<file path="src/rtl/mbx_pkg.sv">
package mbx_pkg;
    localparam int unsigned MBX_AW = 16;
    localparam int unsigned MBX_DW = 32;
    localparam int unsigned HALF_W = MBX_DW / 2;

    localparam logic [MBX_DW-1:0] CODE_STREAM = 32'h0000_0008;
    localparam logic [MBX_DW-1:0] CODE_PASS   = 32'h0000_0007;
    localparam logic [MBX_DW-1:0] CODE_FAIL   = 32'h0000_00FF;

    typedef enum logic [2:0] {
        S_IDLE, S_POLL_RDY, S_RD_MAIL, S_RD_HI,
        S_ACK_LO, S_POLL_REL, S_ACK_HI, S_DONE
    } seq_state_e;

    typedef enum logic [1:0] {PH_MAJOR, PH_HDR, PH_ARG} phase_e;

    typedef struct packed {
        logic              we;
        logic [MBX_AW-1:0] addr;
        logic [MBX_DW-1:0] wdata;
    } bus_cmd_t;

    function automatic logic uses_bus(input seq_state_e s);
        return (s != S_IDLE) && (s != S_DONE);
    endfunction

    function automatic bus_cmd_t rd_cmd(input logic [MBX_AW-1:0] a);
        bus_cmd_t c;
        c.we = 1'b0; c.addr = a; c.wdata = '0;
        return c;
    endfunction

    function automatic bus_cmd_t wr_cmd(input logic [MBX_AW-1:0] a, input logic [MBX_DW-1:0] d);
        bus_cmd_t c;
        c.we = 1'b1; c.addr = a; c.wdata = d;
        return c;
    endfunction
endpackage

</file>
<file path="src/rtl/mbx_bus_port.sv">
module mbx_bus_port
    import mbx_pkg::*;
(
    input  logic              clk,
    input  logic              rst,
    input  logic              go,
    input  bus_cmd_t          cmd,
    input  logic              bus_ack,
    input  logic [MBX_DW-1:0] bus_rdata,
    output logic              bus_req,
    output bus_cmd_t          cmd_q,
    output logic              xfer_done,
    output logic [MBX_DW-1:0] rdata_q
);
    logic busy;

    always_ff @(posedge clk) begin
        if (rst) begin
            busy      <= 1'b0;
            cmd_q     <= '0;
            xfer_done <= 1'b0;
            rdata_q   <= '0;
        end else begin
            xfer_done <= 1'b0;
            if (!busy && go) begin
                busy  <= 1'b1;
                cmd_q <= cmd;
            end else if (busy && bus_ack) begin
                busy      <= 1'b0;
                xfer_done <= 1'b1;
                rdata_q   <= bus_rdata;
            end
        end
    end

    assign bus_req = busy;


    req_hold_chk: assert property (@(posedge clk) disable iff (rst)
        (busy && !bus_ack) |=> (busy && $stable(cmd_q)));


    single_xfer_chk: assert property (@(posedge clk) disable iff (rst)
        (busy && bus_ack) |=> (!busy && xfer_done));
endmodule

</file>
<file path="src/rtl/mbx_word_asm.sv">
module mbx_word_asm
    import mbx_pkg::*;
(
    input  logic              clk,
    input  logic              rst,
    input  logic              major_load,
    input  logic              lo_load,
    input  logic              hi_load,
    input  logic [MBX_DW-1:0] rdata,
    output logic              msg_valid,
    output logic [MBX_DW-1:0] msg_word,
    output logic              msg_is_stream
);
    logic [HALF_W-1:0] lo_q;

    always_ff @(posedge clk) begin
        if (rst) begin
            lo_q          <= '0;
            msg_valid     <= 1'b0;
            msg_word      <= '0;
            msg_is_stream <= 1'b0;
        end else begin
            msg_valid <= 1'b0;
            if (lo_load)
                lo_q <= rdata[HALF_W-1:0];
            if (major_load) begin
                msg_valid     <= 1'b1;
                msg_word      <= rdata;
                msg_is_stream <= 1'b0;
            end else if (hi_load) begin
                msg_valid     <= 1'b1;
                msg_word      <= {rdata[HALF_W-1:0], lo_q};
                msg_is_stream <= 1'b1;
            end
        end
    end


    strobe_width_chk: assert property (@(posedge clk) disable iff (rst)
        msg_valid |=> !msg_valid);
endmodule

</file>
<file path="src/rtl/mbx_seq.sv">
module mbx_seq
    import mbx_pkg::*;
#(
    parameter logic [MBX_AW-1:0] STAT_OFS   = 16'h0010,
    parameter logic [MBX_AW-1:0] ACK_OFS    = 16'h00C4,
    parameter logic [MBX_AW-1:0] MAIL_OFS   = 16'h00C8,
    parameter logic [MBX_AW-1:0] MAILHI_OFS = 16'h00D0
)(
    input  logic              clk,
    input  logic              rst,
    input  logic              start,
    input  logic              xfer_done,
    input  logic              stat_bit,
    input  logic [MBX_DW-1:0] msg_word,
    output logic              go,
    output bus_cmd_t          cmd,
    output logic              major_load,
    output logic              lo_load,
    output logic              hi_load,
    output logic              done,
    output logic              pass,
    output logic              fail
);
    seq_state_e        state;
    phase_e            phase;
    logic [HALF_W-1:0] args_left;
    logic              issued;

    always_comb begin
        cmd        = '0;
        major_load = 1'b0;
        lo_load    = 1'b0;
        hi_load    = 1'b0;
        unique case (state)
            S_POLL_RDY, S_POLL_REL: cmd = rd_cmd(STAT_OFS);
            S_RD_MAIL:              cmd = rd_cmd(MAIL_OFS);
            S_RD_HI:                cmd = rd_cmd(MAILHI_OFS);
            S_ACK_LO:               cmd = wr_cmd(ACK_OFS, '0);
            S_ACK_HI:               cmd = wr_cmd(ACK_OFS, 32'd1);
            default:                cmd = '0;
        endcase
        go = uses_bus(state) && !issued;
        if (xfer_done && state == S_RD_MAIL) begin
            if (phase == PH_MAJOR) major_load = 1'b1;
            else                   lo_load    = 1'b1;
        end
        if (xfer_done && state == S_RD_HI)
            hi_load = 1'b1;
    end

    always_ff @(posedge clk) begin
        if (rst) begin
            state     <= S_IDLE;
            phase     <= PH_MAJOR;
            args_left <= '0;
            issued    <= 1'b0;
            pass      <= 1'b0;
            fail      <= 1'b0;
        end else begin
            if (go)             issued <= 1'b1;
            else if (xfer_done) issued <= 1'b0;
            unique case (state)
                S_IDLE, S_DONE: if (start) begin
                    state     <= S_POLL_RDY;
                    phase     <= PH_MAJOR;
                    args_left <= '0;
                    pass      <= 1'b0;
                    fail      <= 1'b0;
                end
                S_POLL_RDY: if (xfer_done && !stat_bit) state <= S_RD_MAIL;
                S_RD_MAIL:  if (xfer_done)
                    state <= (phase == PH_MAJOR) ? S_ACK_LO : S_RD_HI;
                S_RD_HI:    if (xfer_done) state <= S_ACK_LO;
                S_ACK_LO:   if (xfer_done) state <= S_POLL_REL;
                S_POLL_REL: if (xfer_done && stat_bit) state <= S_ACK_HI;
                S_ACK_HI:   if (xfer_done) begin
                    state <= S_POLL_RDY;
                    unique case (phase)
                        PH_MAJOR: begin
                            if (msg_word == CODE_STREAM) phase <= PH_HDR;
                            else if (msg_word == CODE_PASS) begin
                                state <= S_DONE; pass <= 1'b1;
                            end else if (msg_word == CODE_FAIL) begin
                                state <= S_DONE; fail <= 1'b1;
                            end
                        end
                        PH_HDR: begin
                            args_left <= msg_word[HALF_W-1:0];
                            phase     <= (msg_word[HALF_W-1:0] == '0) ? PH_MAJOR : PH_ARG;
                        end
                        default: begin
                            if (args_left == HALF_W'(1)) phase <= PH_MAJOR;
                            args_left <= args_left - HALF_W'(1);
                        end
                    endcase
                end
                default: state <= S_IDLE;
            endcase
        end
    end

    assign done = (state == S_DONE);


    pass_fail_excl_chk: assert property (@(posedge clk) disable iff (rst)
        !(pass && fail));


    done_result_chk: assert property (@(posedge clk) disable iff (rst)
        done |-> (pass ^ fail));


    done_hold_chk: assert property (@(posedge clk) disable iff (rst)
        (done && !start) |=> (done && $stable(pass) && $stable(fail)));
endmodule

</file>
<file path="src/rtl/mbx_collector.sv">
module mbx_collector
    import mbx_pkg::*;
#(
    parameter logic [MBX_AW-1:0] STAT_OFS   = 16'h0010,
    parameter logic [MBX_AW-1:0] ACK_OFS    = 16'h00C4,
    parameter logic [MBX_AW-1:0] MAIL_OFS   = 16'h00C8,
    parameter logic [MBX_AW-1:0] MAILHI_OFS = 16'h00D0
)(
    input  logic              clk,
    input  logic              rst,
    input  logic              start,
    output logic              bus_req,
    output logic              bus_we,
    output logic [MBX_AW-1:0] bus_addr,
    output logic [MBX_DW-1:0] bus_wdata,
    input  logic              bus_ack,
    input  logic [MBX_DW-1:0] bus_rdata,
    output logic              msg_valid,
    output logic [MBX_DW-1:0] msg_word,
    output logic              msg_is_stream,
    output logic              done,
    output logic              pass,
    output logic              fail
);
    bus_cmd_t          cmd, cmd_q;
    logic              go, xfer_done;
    logic [MBX_DW-1:0] rdata_q;
    logic              major_load, lo_load, hi_load;

    mbx_seq #(
        .STAT_OFS(STAT_OFS), .ACK_OFS(ACK_OFS),
        .MAIL_OFS(MAIL_OFS), .MAILHI_OFS(MAILHI_OFS)
    ) u_seq (
        .clk(clk), .rst(rst), .start(start),
        .xfer_done(xfer_done), .stat_bit(rdata_q[0]), .msg_word(msg_word),
        .go(go), .cmd(cmd),
        .major_load(major_load), .lo_load(lo_load), .hi_load(hi_load),
        .done(done), .pass(pass), .fail(fail)
    );

    mbx_bus_port u_port (
        .clk(clk), .rst(rst), .go(go), .cmd(cmd),
        .bus_ack(bus_ack), .bus_rdata(bus_rdata),
        .bus_req(bus_req), .cmd_q(cmd_q),
        .xfer_done(xfer_done), .rdata_q(rdata_q)
    );

    mbx_word_asm u_asm (
        .clk(clk), .rst(rst),
        .major_load(major_load), .lo_load(lo_load), .hi_load(hi_load),
        .rdata(rdata_q),
        .msg_valid(msg_valid), .msg_word(msg_word), .msg_is_stream(msg_is_stream)
    );

    assign bus_we    = cmd_q.we;
    assign bus_addr  = cmd_q.addr;
    assign bus_wdata = cmd_q.wdata;


    done_quiet_bus_chk: assert property (@(posedge clk) disable iff (rst)
        done |-> !bus_req);
endmodule

</file>
<file path="config.mk">
export PLATFORM = sky130hd
export DESIGN_NAME = mbx_collector
export DESIGN_NICKNAME = d
export VERILOG_FILES = /design/src/rtl/mbx_pkg.sv /design/src/rtl/mbx_bus_port.sv /design/src/rtl/mbx_word_asm.sv /design/src/rtl/mbx_seq.sv /design/src/rtl/mbx_collector.sv
export SDC_FILE = /design/constraint.sdc
export NUM_CORES = 1
export LEC_CHECK = 0
export ABC_CLOCK_PERIOD_IN_PS = 2220
export BUFFER_PORTS_ARGS = -buffer_cell sky130_fd_sc_hd__buf_2
export CAP_MARGIN = 20
export CORE_MARGIN = 2
export CORE_UTILIZATION = 40
export DETAILED_ROUTE_END_ITERATION = 8
export PLACE_DENSITY = 0.68
export SLEW_MARGIN = 10
export SYNTH_ARGS = -nofsm -noshare
export SYNTH_HDL_FRONTEND = slang
export SYNTH_SLANG_ARGS = --single-unit
</file>
<file path="constraint.sdc">
create_clock -name clk -period 2.22 [get_ports clk]
set_input_delay 0.222 -clock clk [delete_from_list [all_inputs] [get_ports clk]]
set_output_delay 0.222 -clock clk [all_outputs]
set_load 0.01 [all_outputs]
</file>
After elaboration in Yosys (flattened, before gate mapping). Cells that the tools add are included.

Flip-flop bits (word level): 157. Input port bits: 36. Output and inout port bits: 87. Word-level logic and storage cells: 126.

Add/subtract/negate cells: 1. Equality and inequality tests: 28. Multiplexer cells: 51. Bitwise gates (word level): 1. Reduce and logical (&&, ||, !) cells: 29.

Operator list (number): case mux 49 bit (5 select lines) (1); 2-to-1 mux 32 bit (2); case mux 16 bit (2 select lines) (2); 2-to-1 mux 3 bit (12); equality test 32 x 3 -> 1 bit (second input constant) (1); equality test 32 x 4 -> 1 bit (second input constant) (1); equality test 32 x 8 -> 1 bit (second input constant) (1); 2-to-1 mux 16 bit (2); 2-to-1 mux 1 bit (22); case mux 3 bit (7 select lines) (1); != test 2 x 1 -> 1 bit (second input constant) (9); equality test 16 x 1 -> 1 bit (second input constant) (1); zero test 16 bit (1); subtractor 16 x 1 -> 16 bit (second input constant) (1); AND reduction 7 bit (2); equality test 3 bit (second input constant) (4); 2-to-1 mux 2 bit (5); logical AND 1 bit (8); != test 2 bit (second input constant) (4); case mux 2 bit (2 select lines) (2); nonzero test 2 bit (4); OR reduction 2 bit (4); equality test 3 x 2 -> 1 bit (second input constant) (2); != test 3 bit (second input constant) (2); other kinds (13) (16).

Longest topological paths before layout. Gate-level depths: netlist of run 1.

Depth after elaboration: 7. Gate-level depth with buffers: 7. Gate-level depth less buffers: 7.

Modules after synthesis. Synthesis of run 1 repeated with hierarchy kept, for this count alone.

Cell total of the unflattened synthesis: 861. Area total of the unflattened synthesis: 8110.3 µm².

By module, submodules not included: mbx_bus_port (times used 1, cells each 375, area an instance 3808.7 µm², seq. area each 1661.6 µm²); mbx_word_asm (times used 1, cells each 201, area an instance 2252.2 µm², seq. area each 1001.0 µm²); mbx_seq (times used 1, cells each 285, area an instance 2049.5 µm², seq. area each 480.5 µm²).

Least setup slack after synthesis of run 1. No wires, ideal clock.

Kind: reg-to-reg. From: register u_seq.state[2]. To: register u_seq.args_left[13]. Arrival time: 2.002 ns. Data required time: 2.124 ns. Slack: 0.123 ns. Stages on the path, launching flop included: 7. Path buffers: 2. Period minus slack after synthesis: 2.097 ns. Cell sequence: dfxtp_1 > buf_6 > or4b_4 > a2111o_1 > buf_6 > or4_1 > o311ai_1.

Cells in the longest elaborated chain, start to end: 4. Elaborated cells on any way between the ends: 10. Those cells by class: eq/ne: 5; mux: 1; reduce/logical: 4.

RTL lines: from (decl) (RTL line mbx_seq.sv:24) `seq_state_e state;`; from (signal assigned) (RTL line mbx_seq.sv:72) `state <= (phase == PH_MAJOR) ? S_ACK_LO : S_RD_HI;`; equality test 3 bit or zero test 3 bit (tied branches) (RTL line mbx_seq.sv:62) `unique case (state)`; OR reduction 2 bit (RTL line mbx_seq.sv:62); != test 2 bit (no line) or nonzero test 2 bit (tied branches); AND reduction 4 bit (no line); to (signal assigned) (RTL line mbx_seq.sv:88) `args_left <= msg_word[HALF_W-1:0];`; to (signal assigned) (RTL line mbx_seq.sv:93) `args_left <= args_left - HALF_W'(1);`; to (decl) (RTL line mbx_seq.sv:26) `logic [HALF_W-1:0] args_left;`.

Parallel ways exist; a longest one is shown, timed or not. A chain may end at the register's enable or synchronous reset.

Worst setup path in the final report of run 1. Same ends and word-level chain as after synthesis.

==> results.txt, run 1 <==
The run finished with clean final reports. The tools report the total die area as 13500 um^2. From left edge to right edge, the die measures 116 um.

Transition at the pin with the smallest max-transition slack: 669 ps. In this run the deepest clock path goes through 2 buffers. At the end of routability-driven placement, the weighted congestion stood at 0.914.

The total buffers and inverters traversed by the critical path was 0; the register-to-register setup slack was 150 ps. Setup violations remaining at the end of the flow were counted as 0. The worst register-to-register path has a depth of 4. The tools report the boundary pin count as 123.

Walking the worst path, the cells encountered are or4b_4 > a2111o_1 > or4_1 > o311ai_1. The worst setup path is of the flip-flop to flip-flop kind. The post-cts resize count came out at 0.

The die is 116 um tall. The worst reg2reg path endpoint was u_seq.args_left[13]$_SDFFE_PP0P_. Tracing the worst setup path back leads to its startpoint at u_seq.state[2]$_SDFFE_PP0P_. In this run the worst hold path is classified as input pin to flip-flop. The logs give 13.0 mm for the total wirelength of the detailed-routed design and 410 ps for the clock insertion delay at the later pin of the skew report.

The tools report the critical path endpoint category as a flip-flop. The run gives 0 as the number of antenna violations at the first check in global routing. After global routing the overflow that remains totals 0.

VDD sags by at most 627 uV. The initial standard-cell utilization of the core came out at 0.405. Most used flip-flop cell after synthesis: sky130_fd_sc_hd__dfxtp_1.

STA puts the critical path data arrival time at 2370 ps. In the synthesized netlist, the number of instances is 599. The area taken by multi-input logic gates was 2450 um^2. TritonCTS sink count: 113. The total placed cells including tap cells is 835.

The kind of cell with the highest combined delay along the critical path is simple AND/OR/NAND/NOR gates. CTS placed an instance of sky130_fd_sc_hd__clkbuf_16 at the clock tree root. The shortest clock period the worst path allows after layout was 2070 ps. The H-tree generated during clock tree synthesis spans 4 levels. The tools report the final non-filler cell total as 865.

The repair_antennas step left the layout with diodes totalling 0. The cell leakage power is 2.45 nW, and the average wire per standard cell is 15.0 um. The floorplan has 41 rows.

The area growth from synthesis to layout is 20.6%. In the routed layout, each cell is associated on average with a via count of 5.39. After synthesis the netlist holds a flip-flop and latch count of 113.

Number of maximum-capacitance constraint violations: 0. Counting buffers and inverters, the worst setup path is 4 cells deep. The fraction of registers with async set or reset after synthesis is 0, and the synthesized area is 5050 um^2. For this design, the slowest cell found on the critical path is sky130_fd_sc_hd__or4b_4.

Counting flops with a built-in enable in the synthesized netlist gives 0. The total of warnings raised by yosys is 0, and the total global routing track utilization is 0.196. The logs give 720 for the layout net count and 0 for the number of endpoints with negative hold slack in the final report. The final cycle utilization of the critical path works out to 0.933. The delay of the slowest cell on the worst path is 590 ps, and the HPWL after detailed placement is 9.04 mm.

Ratio of total power to cell area: 793 nW/um^2. The run gives 4224 as the number of global-route vias before repair. STA classifies the critical path startpoint as a flip-flop. For the max-slew violation total from the final report, the log shows 0.

Worst relative slew slack: 0.554. Summing over every cut layer, the via total after detailed routing is 4662. The final core utilization is 0.489, and the largest fanout on the critical path is 8. The startpoint of the worst register-to-register path is u_seq.state[2]$_SDFFE_PP0P_.

Post-CTS timing repair inserted 0 buffers for setup. The count of filler cells inserted in the layout came out at 1189. In this run the tool buffered the top-level ports with 80 buffer cells.

The first global-routing pass estimated 21.1 mm of wire. TritonCTS created 17 clock buffers. On the final layout, the worst clock skew is 11.6 ps. Entering global routing, the biggest net connects 58 pins. The sequential area share after synthesis came out at 0.448. The data required time at the worst endpoint is 2520 ps, and the placeable core area is 12500 um^2. A synthesized cell averages 8.44 um^2. Setup repair after global routing left no endpoint under its margin. The capturing instance or port of the critical path was u_seq.args_left[13]$_SDFFE_PP0P_. In the routed design, unresolved DRC markers number 0. Once detail routing completed, the nets flagged for antenna violations numbered 0. The fraction of final layout cells sized beyond drive strength 1 works out to 0.205. For this design, the CTS-stage hold fixing added 0 buffers.

TritonCTS built the clock tree. The violation count after the first detailed-route iteration was 371. Setup total negative slack on the finished layout was measured at 0 ps.

The unique cell type count in the Yosys netlist came out at 50. For this run, the top clock speed supported by timing is 483 MHz. The number of detailed-route iterations in the first pass was 6; the clock-pin slew reported for the worst setup and hold paths after clock tree synthesis was 50 ps. Summing all flip-flop and latch instances after layout gives 2260 um^2.
[cell type report]
class,instances,area share
inverter,12,0.00739
tap,172,0.0353
timing repair buffer,102,0.0948
clock buffer,21,0.0755
multi-input combinational,436,0.402
sequential,113,0.371
clock inverter,9,0.0142
[placed cells by master, fill, tap and decap left out, drive strengths merged, types with 2 or more instances in the layout]
cell type,instances
a211oi,2
a21o,2
a21oi,68
a22o,32
a22oi,36
a31oi,8
and3,5
buf,102
clkbuf,21
clkinv,3
clkinvlp,5
conb,42
dfxtp,113
ha,2
inv,12
mux2i,4
nand2,89
nand2b,5
nand3,13
nand4,7
nor2,30
nor2b,6
nor3,15
nor4,13
o21a,3
o21ai,22
o31ai,3
o32ai,2
or3,4
or4,5
[through the flow]
step	setup slack [ps]	area [um^2]	total power, mW	hold WS (ps)
floorplan	123	5210	2.33	348
global placement	239	5550	2.36	432
detailed placement	188	5550	2.37	435
CTS	171	6090	4.87	9.84
global route	109	6090	4.99	11.0
finish	149	6090	4.83	19.7
[synth_stat cells (3+ instances only)]
cell type,count,area [um^2]
sky130_fd_sc_hd__or4_1,5,37.5
sky130_fd_sc_hd__dfxtp_1,113,2260
sky130_fd_sc_hd__and3_1,5,31.3
sky130_fd_sc_hd__or3_1,4,25.0
sky130_fd_sc_hd__a22oi_1,36,270
sky130_fd_sc_hd__nand3_1,13,65.1
sky130_fd_sc_hd__nor2b_1,6,37.5
sky130_fd_sc_hd__clkbuf_1,32,120
sky130_fd_sc_hd__buf_4,44,330
sky130_fd_sc_hd__a22o_1,32,280
sky130_fd_sc_hd__nand2b_1,5,31.3
sky130_fd_sc_hd__nor4_1,11,68.8
sky130_fd_sc_hd__mux2i_1,4,40.0
sky130_fd_sc_hd__o21a_1,3,22.5
sky130_fd_sc_hd__a31oi_1,8,50.1
sky130_fd_sc_hd__o21ai_0,22,110
sky130_fd_sc_hd__nor2_1,30,113
sky130_fd_sc_hd__nand2_1,89,334
sky130_fd_sc_hd__nor3_1,13,65.1
sky130_fd_sc_hd__inv_1,12,45.0
sky130_fd_sc_hd__nand4_1,7,43.8
sky130_fd_sc_hd__a21oi_1,68,340
sky130_fd_sc_hd__o31ai_1,3,22.5
[state kept, by name, summed over array words and instances, names as in the netlist, 2 cells and up]
signal / count
u_asm.msg_word: 32
u_port.rdata_q: 32
u_asm.lo_q: 16
u_seq.args_left: 16
u_port.cmd_q: 5
u_seq.state: 3
u_seq.phase: 2
[worst min path at each step]
stage                  start                         endpoint  depth (start not counted)
2_1_floorplan   bus_rdata[0]   u_port.rdata_q[0]$_SDFFE_PP0P_                          1
3_3_place_gp   bus_rdata[25]  u_port.rdata_q[25]$_SDFFE_PP0P_                          2
3_5_place_dp   bus_rdata[21]  u_port.rdata_q[21]$_SDFFE_PP0P_                          2
4_1_cts        bus_rdata[30]  u_port.rdata_q[30]$_SDFFE_PP0P_                          2
5_1_grt         bus_rdata[1]   u_port.rdata_q[1]$_SDFFE_PP0P_                          2
6_report        bus_rdata[1]   u_port.rdata_q[1]$_SDFFE_PP0P_                          2
[per-layer routing]
metal | routed length, um | track usage
met1 | 6010 | 0.271
met2 | 5780 | 0.303
met3 | 1030 | 0.0503
met4 | 178 | 0.0571
met5 | 0 | 0
[cell families (layout without fill, tap and decap cells)]
family / after synthesis / after routing / synth area share
DFF: 113 / 113 / 0.448
and+or+nand+nor: 197 / 197 / 0.187
buffers and inverters: 91 / 144 / 0.103
adders and majority gates: 2 / 2 / 0.00495
other: 1 / 42 / 0.000742
muxes: 4 / 4 / 0.00792
xor gates and xnor gates: 1 / 1 / 0.00173
AOI/OAI and AO/OA: 190 / 190 / 0.247
[worst reg2reg max path, cell delays in order, from the launching register on]
cell and delay [ps]:
sky130_fd_sc_hd__dfxtp_1 370, sky130_fd_sc_hd__or4b_4 590, sky130_fd_sc_hd__a2111o_1 410, sky130_fd_sc_hd__or4_1 480, sky130_fd_sc_hd__o311ai_1 110
[report_power, final]
part / internal (mW) / leakage (nW) / switching, mW
sequential: 2.06 / 0.913 / 0.0321
combinational: 0.0831 / 1.28 / 0.148
clock: 1.58 / 0.253 / 0.929
total: 3.73 / 2.45 / 1.11
Note: power is estimated with default switching activity, not from simulation.
==> inputs of run 2 (changes only) <==
- RECOVER_POWER: not set -> 25
==> run 2 against run 1 <==
Design area shrank 0.84%. Critical endpoint unchanged. Clock power is essentially flat. Die area is the same. Fmax shrank 0.27%. Critical path depth is the same. Core utilization shrank 0.41 points.
==> results.txt, run 2 (synthesis results as in run 1) <==
The logs give 5 (was 6) for the number of detailed-route iterations in the first pass and 12500 um^2 (unchanged) for the placeable core area. The highest ir drop seen on vdd was 625 uV (was 627 uV); the delay of the slowest cell on the worst path was 590 ps (about the same). The die width was 116 um (unchanged); the number of endpoints with negative hold slack in the final report was 0 (unchanged). The logs give 13500 um^2 (unchanged) for the total die area and 0 (unchanged) for the max-slew violation total from the final report.

Largest net degree at the start of global routing: 58 (unchanged). Setup repair after global routing left no endpoint under its margin. The tools report the data required time at the worst endpoint as 2520 ps (about the same). TritonCTS built the clock tree.

The logs give 4670 (was 4662) for the via count and 0 (unchanged) for the remaining number of nets flagged by the antenna check after routing. The flow ran to the end, and the final reports show no timing, DRC or antenna violations. The total buffers and inverters traversed by the critical path was 0 (unchanged). The number of antenna cells inserted came out at 0 (unchanged).

The tools report the number of remaining DRC errors as 0 (unchanged). Registers with the most flip-flops: u_asm.msg_word (32), u_port.rdata_q (32) (unchanged). The cell leakage power is 2.28 nW (was 2.45 nW). The path category of the worst min-delay check was input pin to flip-flop (unchanged).

The total wirelength of the detailed-routed design was 13.0 mm (about the same); the area growth from synthesis to final layout was 19.6% (was 20.6%). Number of H-tree branching levels: 4 (unchanged). The cell with the biggest individual delay on the critical path is sky130_fd_sc_hd__or4b_4 (unchanged). The overall power consumption came out at 4.83 mW (about the same). The run gives 123 (unchanged) as the boundary pin count.

The final core utilization was 0.485 (was 0.489). The tools report the final setup TNS as 0 ps (unchanged). The number of antenna violations at the first check in global routing was 0 (unchanged); the clock-pin slew reported for the worst setup and hold paths after clock tree synthesis was 50 ps (about the same). The shortest clock period the worst path allows after layout is 2080 ps (was 2070 ps), and the total number of placement rows is 41 (unchanged). The critical path launch point type is a flip-flop (unchanged).

Largest fanout on the critical path: 8 (unchanged). The number of global-route vias before repair is 4224 (unchanged). The tools report the number of maximum-capacitance constraint violations as 0 (unchanged).

The fraction of final layout cells sized beyond drive strength 1 was 0.149 (was 0.205). For the post-cts resize count, the log shows 0 (unchanged). The run gives 0.914 (unchanged) as the weighted congestion reported at the end of routability-driven placement.

The final setup skew is 9.13 ps (was 11.6 ps), and the post-detailed-placement cell area is 5550 um^2 (unchanged). The layout net count came out at 720 (unchanged). The final cycle utilization of the critical path is 0.935 (was 0.933), and the die extent in y is 116 um (unchanged). The maximum clock frequency is 482 MHz (was 483 MHz).

The wire length of the first global-routing pass was 21.1 mm (unchanged); the worst relative slew slack was 0.572 (was 0.554). Commonest cells after routing, fill and taps aside: 113 x sky130_fd_sc_hd__dfxtp_1, 89 x sky130_fd_sc_hd__nand2_1, 67 x sky130_fd_sc_hd__a21oi_1 (was 113 x sky130_fd_sc_hd__dfxtp_1, 89 x sky130_fd_sc_hd__nand2_1, 80 x sky130_fd_sc_hd__buf_2). The data arrival time of the critical path came out at 2370 ps (about the same). The number of port buffers was 80 (unchanged); the count of filler cells inserted in the layout was 1202 (was 1189). The tools report the buffer type at the clock tree root as sky130_fd_sc_hd__clkbuf_16 (unchanged). The clock buffer count from CTS is 17 (unchanged), and the final number of setup-violating endpoints is 0 (unchanged). The sum of overflow across all layers after global routing is 0 (unchanged). Total global routing track utilization: 0.196 (unchanged). The total setup buffers inserted after CTS was 0 (unchanged). For the clock tree buffer depth, the log shows 2 (unchanged). For the final non-filler cell area, the log shows 6040 um^2 (was 6090 um^2). Top cell family by delay on the critical path: simple AND/OR/NAND/NOR gates (unchanged). The violation count after the first detailed-route iteration is 381 (was 371).

The average wire per standard cell works out to 15.0 um (about the same). The ratio of total power to cell area came out at 799 nW/um^2 (was 793 nW/um^2). Cell breakdown of the critical path: or4b_4 > a2111o_1 > or4_1 > o311ai_1 (unchanged). The clock insertion delay at the later pin of the skew report was 410 ps (about the same).

The tools report the initial standard-cell utilization of the core as 0.405 (unchanged). Type of the worst setup path: flip-flop to flip-flop (unchanged). The critical path endpoint category is a flip-flop (unchanged). Transition at the pin with the smallest max-transition slack: 642 ps (was 669 ps). The logs give 9.04 mm (unchanged) for the HPWL after detailed placement and 113 (unchanged) for the TritonCTS sink count. The run gives 140 ps (was 150 ps) as the register-to-register setup slack. The mean number of vias per cell came out at 5.40 (was 5.39). Leading cell type in the layout, fill and taps excluded: sky130_fd_sc_hd__dfxtp_1 (unchanged). The hold buffer count at cts was 0 (unchanged).
run 2: where the power goes:
group	switching [mW]	total, mW	internal (mW)	leakage, nW
logic	0.148	0.229	0.0810	1.11
clock network	0.924	2.50	1.58	0.253
registers	0.0324	2.10	2.06	0.913
run 2: through the flow:
step,hold WS (ps),instances,setup WS [ps]
2_1_floorplan,348,640,123
3_3_place_gp,432,835,239
4_1_cts,9.84,865,171
5_1_grt,11.0,865,113
6_report,21.1,865,144
3_5_place_dp,435,835,188
run 2: cell type report:
| cell class | instances | area [um^2] | share of cell area |
|---|---|---|---|
| multi-input combinational | 436 | 2450 | 0.405 |
| sequential | 113 | 2260 | 0.374 |
| timing repair buffer | 102 | 527 | 0.0872 |
| clock buffer | 21 | 460 | 0.0762 |
| tap | 172 | 215 | 0.0356 |
| clock inverter | 9 | 86.3 | 0.0143 |
| inverter | 12 | 45.0 | 0.00745 |
run 2: path summary, 6_finish.rpt:
check,start,to,cells past startpoint
worst min register to register,u_asm.lo_q[13]$_SDFFE_PP0P_,u_asm.lo_q[13]$_SDFFE_PP0P_,2
worst min-delay path,bus_rdata[1],u_port.rdata_q[1]$_SDFFE_PP0P_,2
worst max register to register,u_seq.state[2]$_SDFFE_PP0P_,u_seq.args_left[13]$_SDFFE_PP0P_,4
worst max-delay path,u_seq.state[2]$_SDFFE_PP0P_,u_seq.args_left[13]$_SDFFE_PP0P_,4
run 2: worst reg2reg max path, stage by stage (launching register included):
cell and delay, ps:
sky130_fd_sc_hd__dfxtp_1 370, sky130_fd_sc_hd__or4b_4 590, sky130_fd_sc_hd__a2111o_1 420, sky130_fd_sc_hd__or4_1 480, sky130_fd_sc_hd__o311ai_1 110
run 2: per-layer routing:
metal	vias to the layer above	global-route usage	routed length, um
met2	214	0.303	5710
met5	-	0	0
met4	0	0.0571	158
li1	2256	-	-
met3	17	0.0503	1150
met1	2183	0.271	5950
==> inputs of run 3 (changes only) <==
- PLACE_DENSITY: 0.68 -> 0.73
==> run 3 against run 2 <==
Final cell count rose by 0.35%. Via count increased by 1.8%. Flip-flop and latch count did not move. Count of clock-buffer cells in the layout decreased by 3. Critical path depth did not move. Worst hold slack worse by 9.3 ps. Total power up 3.0%. Largest power group unchanged. Register-to-register slack improved by 70 ps. Global-route usage grew 0.70 points.
==> results.txt, run 3 (synthesis results as in run 1) <==
The critical path startpoint is u_seq.state[1]$_SDFFE_PP0P_ (was u_seq.state[2]$_SDFFE_PP0P_). The total wirelength of the detailed-routed design was 13.2 mm (was 13.0 mm). The startpoint of the worst register-to-register path was u_seq.state[1]$_SDFFE_PP0P_ (was u_seq.state[2]$_SDFFE_PP0P_).

TritonCTS built the clock tree. For the data arrival time of the critical path, the log shows 2320 ps (was 2370 ps). The worst reg2reg path endpoint is u_seq.args_left[13]$_SDFFE_PP0P_ (unchanged).

The violation count after the first detailed-route iteration was 296 (was 381). Highest ir drop seen on vdd: 574 uV (was 625 uV). Die width: 116 um (unchanged). The clock buffer count from CTS is 17 (unchanged).

The critical path launch point type is a flip-flop (unchanged). The total die area is 13500 um^2 (unchanged), and the TritonCTS sink count is 113 (unchanged). The total number of placement rows came out at 41 (unchanged). The number of endpoints with negative hold slack in the final report came out at 0 (unchanged). The via count was 4753 (was 4670); the ratio of total power to cell area was 818 nW/um^2 (was 799 nW/um^2). The tools report the number of antenna violations at the first check in global routing as 0 (unchanged). The boundary pin count is 123 (unchanged), and the weighted congestion reported at the end of routability-driven placement is 0.841 (was 0.914).

The post-detailed-placement cell area is 5550 um^2 (about the same), and the mean number of vias per cell is 5.48 (was 5.40). The post-cts resize count was 0 (unchanged); the fraction of final layout cells sized beyond drive strength 1 was 0.155 (was 0.149). The transition at the pin with the smallest max-transition slack is 1190 ps (was 642 ps), and the maximum clock frequency is 499 MHz (was 482 MHz).

The run gives 6080 um^2 (was 6040 um^2) as the final non-filler cell area. The average wire per standard cell came out at 15.2 um (was 15.0 um). Remaining number of nets flagged by the antenna check after routing: 0 (unchanged). For the final-layout worst hold slack, the log shows 11.7 ps (was 21.1 ps). The path category of the worst min-delay check was input pin to flip-flop (unchanged).

The register-to-register setup slack was 220 ps (was 140 ps). The tools report the clock insertion delay at the later pin of the skew report as 420 ps (was 410 ps). The sum of overflow across all layers after global routing was 0 (unchanged); the wire length of the first global-routing pass was 21.5 mm (was 21.1 mm). Number of port buffers: 80 (unchanged). The number of remaining DRC errors was 0 (unchanged); the number of antenna cells inserted was 0 (unchanged).

Cell count of the worst hold path: 2 (unchanged). Setup repair after global routing left no endpoint under its margin. The logs give 0 ps (unchanged) for the final setup TNS and 8.37 ps (was 9.13 ps) for the final setup skew. Clock-pin slew reported for the worst setup and hold paths after clock tree synthesis: 60 ps (was 50 ps). Worst relative slew slack: 0.204 (was 0.572). The largest fanout on the critical path was 9 (was 8). The data required time at the worst endpoint was 2540 ps (was 2520 ps); the die extent in y was 116 um (unchanged). Shortest clock period the worst path allows after layout: 2000 ps (was 2080 ps).

The number of maximum-capacitance constraint violations is 0 (unchanged). The HPWL after detailed placement came out at 9.13 mm (was 9.04 mm). The cell depth of the worst flop-to-flop path was 4 (unchanged); the total global routing track utilization was 0.203 (was 0.196).

The tools report the final number of setup-violating endpoints as 0 (unchanged). The max-slew violation total from the final report was 0 (unchanged). The leading cell type in the layout, fill and taps excluded is sky130_fd_sc_hd__dfxtp_1 (unchanged). Commonest cells after routing, fill and taps aside: 113 x sky130_fd_sc_hd__dfxtp_1, 89 x sky130_fd_sc_hd__nand2_1, 67 x sky130_fd_sc_hd__a21oi_1 (unchanged). Registers with the most flip-flops: u_asm.msg_word (32), u_port.rdata_q (32) (unchanged).

The area growth from synthesis to final layout is 20.3% (was 19.6%), and the count of filler cells inserted in the layout is 1220 (was 1202). The number of H-tree branching levels was 4 (unchanged). The buffer type at the clock tree root is sky130_fd_sc_hd__clkbuf_16 (unchanged).

The clock tree buffer depth came out at 2 (unchanged). The tools report the worst hold path startpoint as bus_rdata[25] (was bus_rdata[1]). The number of global-route vias before repair was 4278 (was 4224); the total setup buffers inserted after CTS was 0 (unchanged). The largest net degree at the start of global routing is 52 (was 58), and the sequential cell area is 2260 um^2 (unchanged). The final cycle utilization of the critical path came out at 0.902 (was 0.935). The hold buffer count at cts is 0 (unchanged), and the area taken by multi-input logic gates is 2450 um^2 (about the same). The placeable core area is 12500 um^2 (unchanged). The initial standard-cell utilization of the core came out at 0.405 (unchanged). The run gives 5 (unchanged) as the number of detailed-route iterations in the first pass.

The layout net count came out at 722 (was 720). The worst min-delay path endpoint was u_port.rdata_q[25]$_SDFFE_PP0P_ (was u_port.rdata_q[1]$_SDFFE_PP0P_). The flow ran to the end, and the final reports show no timing, DRC or antenna violations. The cell leakage power came out at 2.30 nW (was 2.28 nW). The critical path endpoint category is a flip-flop (unchanged). Type of the worst setup path: flip-flop to flip-flop (unchanged).
run 3: critical path, stage by stage, from the launching register on:
cell	delay [ps]
sky130_fd_sc_hd__dfxtp_1	380
sky130_fd_sc_hd__or4b_4	540
sky130_fd_sc_hd__a2111o_1	410
sky130_fd_sc_hd__or4_1	480
sky130_fd_sc_hd__o311ai_1	100
run 3: worst max-delay path by stage:
stage | end | slack [ps] | depth (start not counted)
4_1_cts | u_seq.args_left[13]$_SDFFE_PP0P_ | 230 | 4
2_1_floorplan | u_seq.args_left[13]$_SDFFE_PP0P_ | 120 | 6
3_3_place_gp | u_seq.args_left[13]$_SDFFE_PP0P_ | 260 | 4
5_1_grt | u_seq.args_left[9]$_SDFFE_PP0P_ | 30 | 5
6_report | u_seq.args_left[13]$_SDFFE_PP0P_ | 220 | 4
3_5_place_dp | u_seq.args_left[13]$_SDFFE_PP0P_ | 240 | 4
run 3: where the power goes:
group          internal, mW  total, mW  switching [mW]
sequential             2.06       2.10          0.0330
combinational        0.0842      0.235           0.150
clock                  1.67       2.64           0.971
run 3: metrics by stage:
step                      cells  total power [mW]  utilization  setup slack (ps)
final                       868              4.97        0.488               218
after global routing        868              5.14        0.488              30.2
after CTS                   868              5.00        0.492               227
after detailed placement    837              2.37        0.445               244
after global placement      837              2.36        0.445               261
after floorplan             640              2.33            -               123
run 3: layer usage:
metal,vias to the layer above,part of all wire,global-route usage
met3,13,0.077,0.0509
met1,2250,0.44,0.263
met4,0,0.013,0.0817
met2,234,0.47,0.325
li1,2256,-,-
met5,-,0,0
run 3: cell type report:
| type | instances | area share |
|---|---|---|
| sequential | 113 | 0.372 |
| timing repair buffer | 104 | 0.0877 |
| inverter | 12 | 0.00741 |
| clock inverter | 13 | 0.0228 |
| clock buffer | 18 | 0.0722 |
| tap | 172 | 0.0354 |
| multi-input combinational | 436 | 0.402 |
